## src/rtl/crc_byte_engine.sv

```systemverilog
module crc_byte_engine #(
  parameter int          CRC_W   = 32,
  parameter int          BYTE_W  = 8,
  parameter logic [31:0] POLY    = 32'h2004_4009,
  parameter logic [31:0] RST_VAL = 32'hFFFF_FFFF
) (
  input  logic              clk,
  input  logic              rst_n,
  input  logic              load,
  input  logic [CRC_W-1:0]  seed,
  input  logic              in_valid,
  input  logic [BYTE_W-1:0] in_data,
  output logic              in_ready,
  output logic [CRC_W-1:0]  crc_out
);
  localparam int TOP = CRC_W - BYTE_W;

  function automatic logic [CRC_W-1:0] fold(input logic [CRC_W-1:0] c,
                                            input logic [BYTE_W-1:0] d);
    logic [CRC_W-1:0] r;
    r = c ^ {d, {TOP{1'b0}}};
    for (int k = 0; k < BYTE_W; k++)
      r = r[CRC_W-1] ? ((r << 1) ^ POLY[CRC_W-1:0]) : (r << 1);
    return r;
  endfunction

  logic [CRC_W-1:0] crc_q;
  logic [CRC_W-1:0] base;

  assign in_ready = 1'b1;
  assign base     = load ? seed : crc_q;
  assign crc_out  = crc_q;

  always_ff @(posedge clk) begin
    if (!rst_n)        crc_q <= RST_VAL[CRC_W-1:0];
    else if (in_valid) crc_q <= fold(base, in_data);
    else if (load)     crc_q <= seed;
  end
endmodule

```

## config.mk

```make
export PLATFORM = sky130hd
export DESIGN_NAME = crc_byte_engine
export DESIGN_NICKNAME = d
export VERILOG_FILES = /design/src/rtl/crc_byte_engine.sv
export SDC_FILE = /design/constraint.sdc
export NUM_CORES = 1
export LEC_CHECK = 0
export BUFFER_PORTS_ARGS = -buffer_cell sky130_fd_sc_hd__buf_2
export CORE_MARGIN = 4
export CORE_UTILIZATION = 26
export CTS_BUF_LIST = sky130_fd_sc_hd__clkbuf_2
export DETAILED_ROUTE_END_ITERATION = 8
export HOLD_SLACK_MARGIN = 0.02
export PLACE_DENSITY = 0.59
export SKIP_LAST_GASP = 1
export SYNTH_ARGS = -nofsm -noshare
export SYNTH_HDL_FRONTEND = slang
export SYNTH_SLANG_ARGS = --single-unit
```

## constraint.sdc

```tcl
create_clock -name clk -period 2.3 [get_ports clk]
set_input_delay 0.46 -clock clk [delete_from_list [all_inputs] [get_ports clk]]
set_output_delay 0.46 -clock clk [all_outputs]
set_load 0.005 [all_outputs]
```

# Word-level counts from Yosys, hierarchy flattened
# Index checks and enable logic that the tools add are counted.
# W data, S select, Z words.
# word_totals
word_cells	20
register_bits	32
out_inout_bits	33
inputBits	44
# op_classes
n_mux	10
bitwise	9
# ops
operator	count
$mux W30	8
$mux W32	2
$not A5 Y5	8
$xor A32 B32 Y32	1

# Longest topological paths before layout
# logic_depth
word_depth	19
depth_mapped	8

# Least setup slack after synthesis
# OpenSTA, ideal clock, no wires.
# synth_timing
path_type	in2reg
startpoint	in load
endpoint	reg crc_q[14], in the netlist crc_out[14]
n_path_buf	1
slack_ps	282
path_stages	6
setup_time_ps	114
t_required_ps	2186
arrival_ps	1904
path_cell_list	buf_6 > mux2i_4 > xnor2_4 > xnor3_1 > xnor2_1 > a21o_1
# synth_between
elab_chain_len	12
word_cells_on_any_way	14
cone_classes	mux (10); bitwise (4)
# synth_rtl
item	line_no	source
start: declaration	9	input logic load,
$mux W32 (*)	n/a	
$xor A32 B32 Y32	21	r = c ^ {d, {TOP{1'b0}}};
$mux W30 (7 in series)	23	r = r[CRC_W-1] ? ((r << 1) ^ POLY[CRC_W-1:0]) : (r << 1);
$not A5 Y5 (no line)	n/a	
$mux W30	23	
$mux W32 (*)	36	else if (in_valid) crc_q <= fold(base, in_data);
end signal: assignment	35	if (!rst_n) crc_q <= RST_VAL[CRC_W-1:0];
end signal: assignment	36	
end: declaration	27	logic [CRC_W-1:0] crc_q;
# Mark *: on every way between the ends. The rest lies on a longest branch, timed or not.
# A chain may end at the register's enable or synchronous reset.

# Worst setup path in the final report
# Ends and elaborated chain as after synthesis.

==> summary.txt <==
Setup path
  • Critical-path maximum fanout: 20
  • FF-to-FF setup slack: 0.62 ns
  • Setup crit start kind: primary input
  • Critical Setup Path Class: in -> reg
  • WP data arrival: 2.08 ns
  • WP data required: 2.59 ns
  • CP Capture Type: flip-flop

STA
  • Final Hold Vio Count: 0
  • Skew final: 0.008712 ns
  • # setup viols final: 0
  • Unrepaired setup endpoints after global routing: no
  • Final Max Slew Viols: 0
  • Hold slack: 0.4338 ns
  • Tmin final: 1.790 ns
  • Maximum clock rate: 558.7 MHz
  • Setup TNS: 0 ns
  • Final period util: 77.82%

Routing
  • Vias: 1665
  • 1st-iter DRT viols: 85
  • Total Routed Length: 5.694 mm
  • DR WL/cell: 14.91 um
  • Remaining antenna violation count after routing: 0
  • Vias per cell: 4.359
  • # DRC: 0
  • TritonRoute pass-1 iters: 4

Placement
  • Placed cells: 374
  • Routability congestion estimate: 0.8280
  • DP HPWL: 4.438 mm
  • Port bufs: 75

Logic synthesis
  • Synth async-reset ratio: 0%
  • Cells after Synth: 198
  • Post-Syn Area: 1949 um2
  • Library cells used by synthesis: 33
  • XOR/XNOR Fraction of Synth Area: 22.14%
  • Post-synthesis mux area share: 18.68%
  • Synth Area in Compound Gates: 10.98%
  • Main combinational cell family by area after synthesis: XOR/XNOR gates
  • Adder-Cell Fraction of Synth Area: 0%
  • Simple-Gate Fraction of Synth Area: 11.36%
  • Post-synth EDFFs: 0
  • Mapped Nets: 242
  • Yosys warns: 0
  • Mean Syn Cell Area: 9.845 um2
  • Sequential share of the synthesized area: 32.86%
  • Most used DFF post-synth: dfxtp_1
  • FF+latch count, synth: 32

GRT
  • Gr busiest metal: met2
  • First-pass GRT wire length: 8.983 mm
  • Vias in the first global route: 1693
  • Total global-route track usage: 13.24%
  • Largest net degree at the start of global routing: 40
  • Initial antenna violation count: 0
  • Grt total ovfl: 0
  • M2 GR Usage: 21.93%
  • Met3 GRT Util: 2.948%
  • Global routing usage on met1: 17.45%

Pwr
  • Pwr Density: 672.4 nW/um2
  • Peak VDD IR: 253.2 uV
  • Pleak: 0.001182 uW
  • Psw: 597.6 uW
  • Part of the power in registers: 39.5%
  • Clock power frac: 16.3%
  • Combinational share of power: 44.1%
  • Switching Share: 34.90%
  • Pint: 1115 uW

Finish
  • Share of cells above drive strength 1: 38.87%
  • Area used by multi-input combinational logic: 1235 um2
  • FF+latch area: 640.6 um2
  • P&R area growth vs syn: 30.62%
  • # diodes: 0
  • Total Nets Final: 326
  • Layout fillers: 770
  • Core Util, Final: 35.10%
  • Fin cells: 382
  • Max reg flops: 32

CTS
  • Post-CTS Resized: 0
  • Cts hold-fix bufs: 0
  • Clk slew on worst S/H paths: 0.19 ns
  • CTS max path bufs: 2
  • CTS tree: done
  • Post-CTS Setup Bufs: 0
  • H-Tree Depth: 2
  • Clock Latency Late Sink: 0.36 ns
  • TritonCTS Sinks: 32
  • CTS Root Cell: clkbuf_2
  • Cts bufs inserted: 5

Job
  • Maxcap violations: 0

Die
  • I/O pins: 77
  • Core ar.: 7253 um2
  • Die Span Y: 94.59 um
  • Die area: 8947 um2
  • Die Wd: 94.59 um
  • Initial Util: 26.88%
  • Row count: 31

Min path
  • Min-Delay Path Class: in -> reg

Run status
  • Status: finished clean
[cell usage after synthesis (2+ instances only)]
master    number  area share (%)
a211o_1        3             1.3
nand2_1       18             3.5
a21o_1         3             1.2
mux2i_4        2             2.3
dfxtp_1       32              33
clkbuf_1       8             1.5
xor2_1         3             1.3
xnor2_1       18             8.1
o21ai_0       15             3.9
nor2_1        26             5.0
buf_2          2            0.51
or3_1          2            0.64
mux2_2         5             2.9
and2_1         6             1.9
xnor2_2        2             1.7
xnor3_1        5             5.8
buf_4          2            0.77
mux2i_1       24              12
o211ai_1       7             2.7
xnor2_4        2             2.8
[final cells by class]
type	count	share of cell area, %
clock buffers	5	0.9828
clock inverters	3	0.5405
inverters	2	0.2948
multi-input cells	151	48.50
flip-flops and latches	32	25.16
well taps	99	4.865
repair buffers	90	19.66
[stage by stage]
| stage | setup slack [ns] | total power [uW] | cell area (um2) |
|---|---|---|---|
| floorplan | 0.2821 | 1182 | 1949 |
| global placement | 0.1284 | 1441 | 2507 |
| detailed placement | 0.08696 | 1452 | 2507 |
| CTS | 0.5057 | 1729 | 2546 |
| global route | 0.4307 | 1826 | 2546 |
| finish | 0.5101 | 1712 | 2546 |
[worst max-delay path, stage by stage]
cell,delay (ns)
buf_2,0.10
buf_12,0.19
mux2i_4,0.32
xnor2_4,0.14
xnor3_1,0.52
xnor2_1,0.17
a21o_1,0.17
[cells by family (layout without fill, tap and decap cells)]
| logic type | count (synthesis) | after routing |
|---|---|---|
| xor+xnor | 32 | 32 |
| simple gates | 53 | 53 |
| compound gates | 33 | 33 |
| buf+inv | 15 | 100 |
| flops | 32 | 32 |
| mux | 32 | 32 |
| other cells | 1 | 1 |
[layer usage]
metal	part of all wire, %	wire [um]
met5	0	0
met4	0.72	41
met3	5.8	332
met2	48	2708
met1	46	2611
[power groups by stage]
stage | Sequential, uW | Combinational, uW | Clock [uW]
6_report | 677 | 756 | 280
5_1_grt | 688 | 828 | 310
4_1_cts | 678 | 766 | 286
3_5_place_dp | 688 | 763 | 0
3_3_place_gp | 689 | 752 | 0
2_1_floorplan | 691 | 491 | 0
[cells in the final DEF (no fill, tap or decap), types with 5 or more instances in the layout]
cell      instances
buf_2            75
dfxtp_1          32
nor2_1           26
mux2i_1          24
nand2_1          18
xnor2_1          18
o21ai_0          15
buf_4            14
o211ai_1          7
and2_1            6
mux2_2            5
xnor3_1           5
clkbuf_2          5
[final timing paths]
kind / endpoint / from / cells past startpoint
max: crc_out[14]$_SDFF_PN1_ / load / 7
min: crc_out[3]$_SDFF_PN1_ / seed[3] / 3
max reg2reg: crc_out[14]$_SDFF_PN1_ / crc_out[30]$_SDFF_PN1_ / 5
min reg2reg: crc_out[3]$_SDFF_PN1_ / crc_out[3]$_SDFF_PN1_ / 2
No activity file was read; power rests on OpenSTA's default activity.
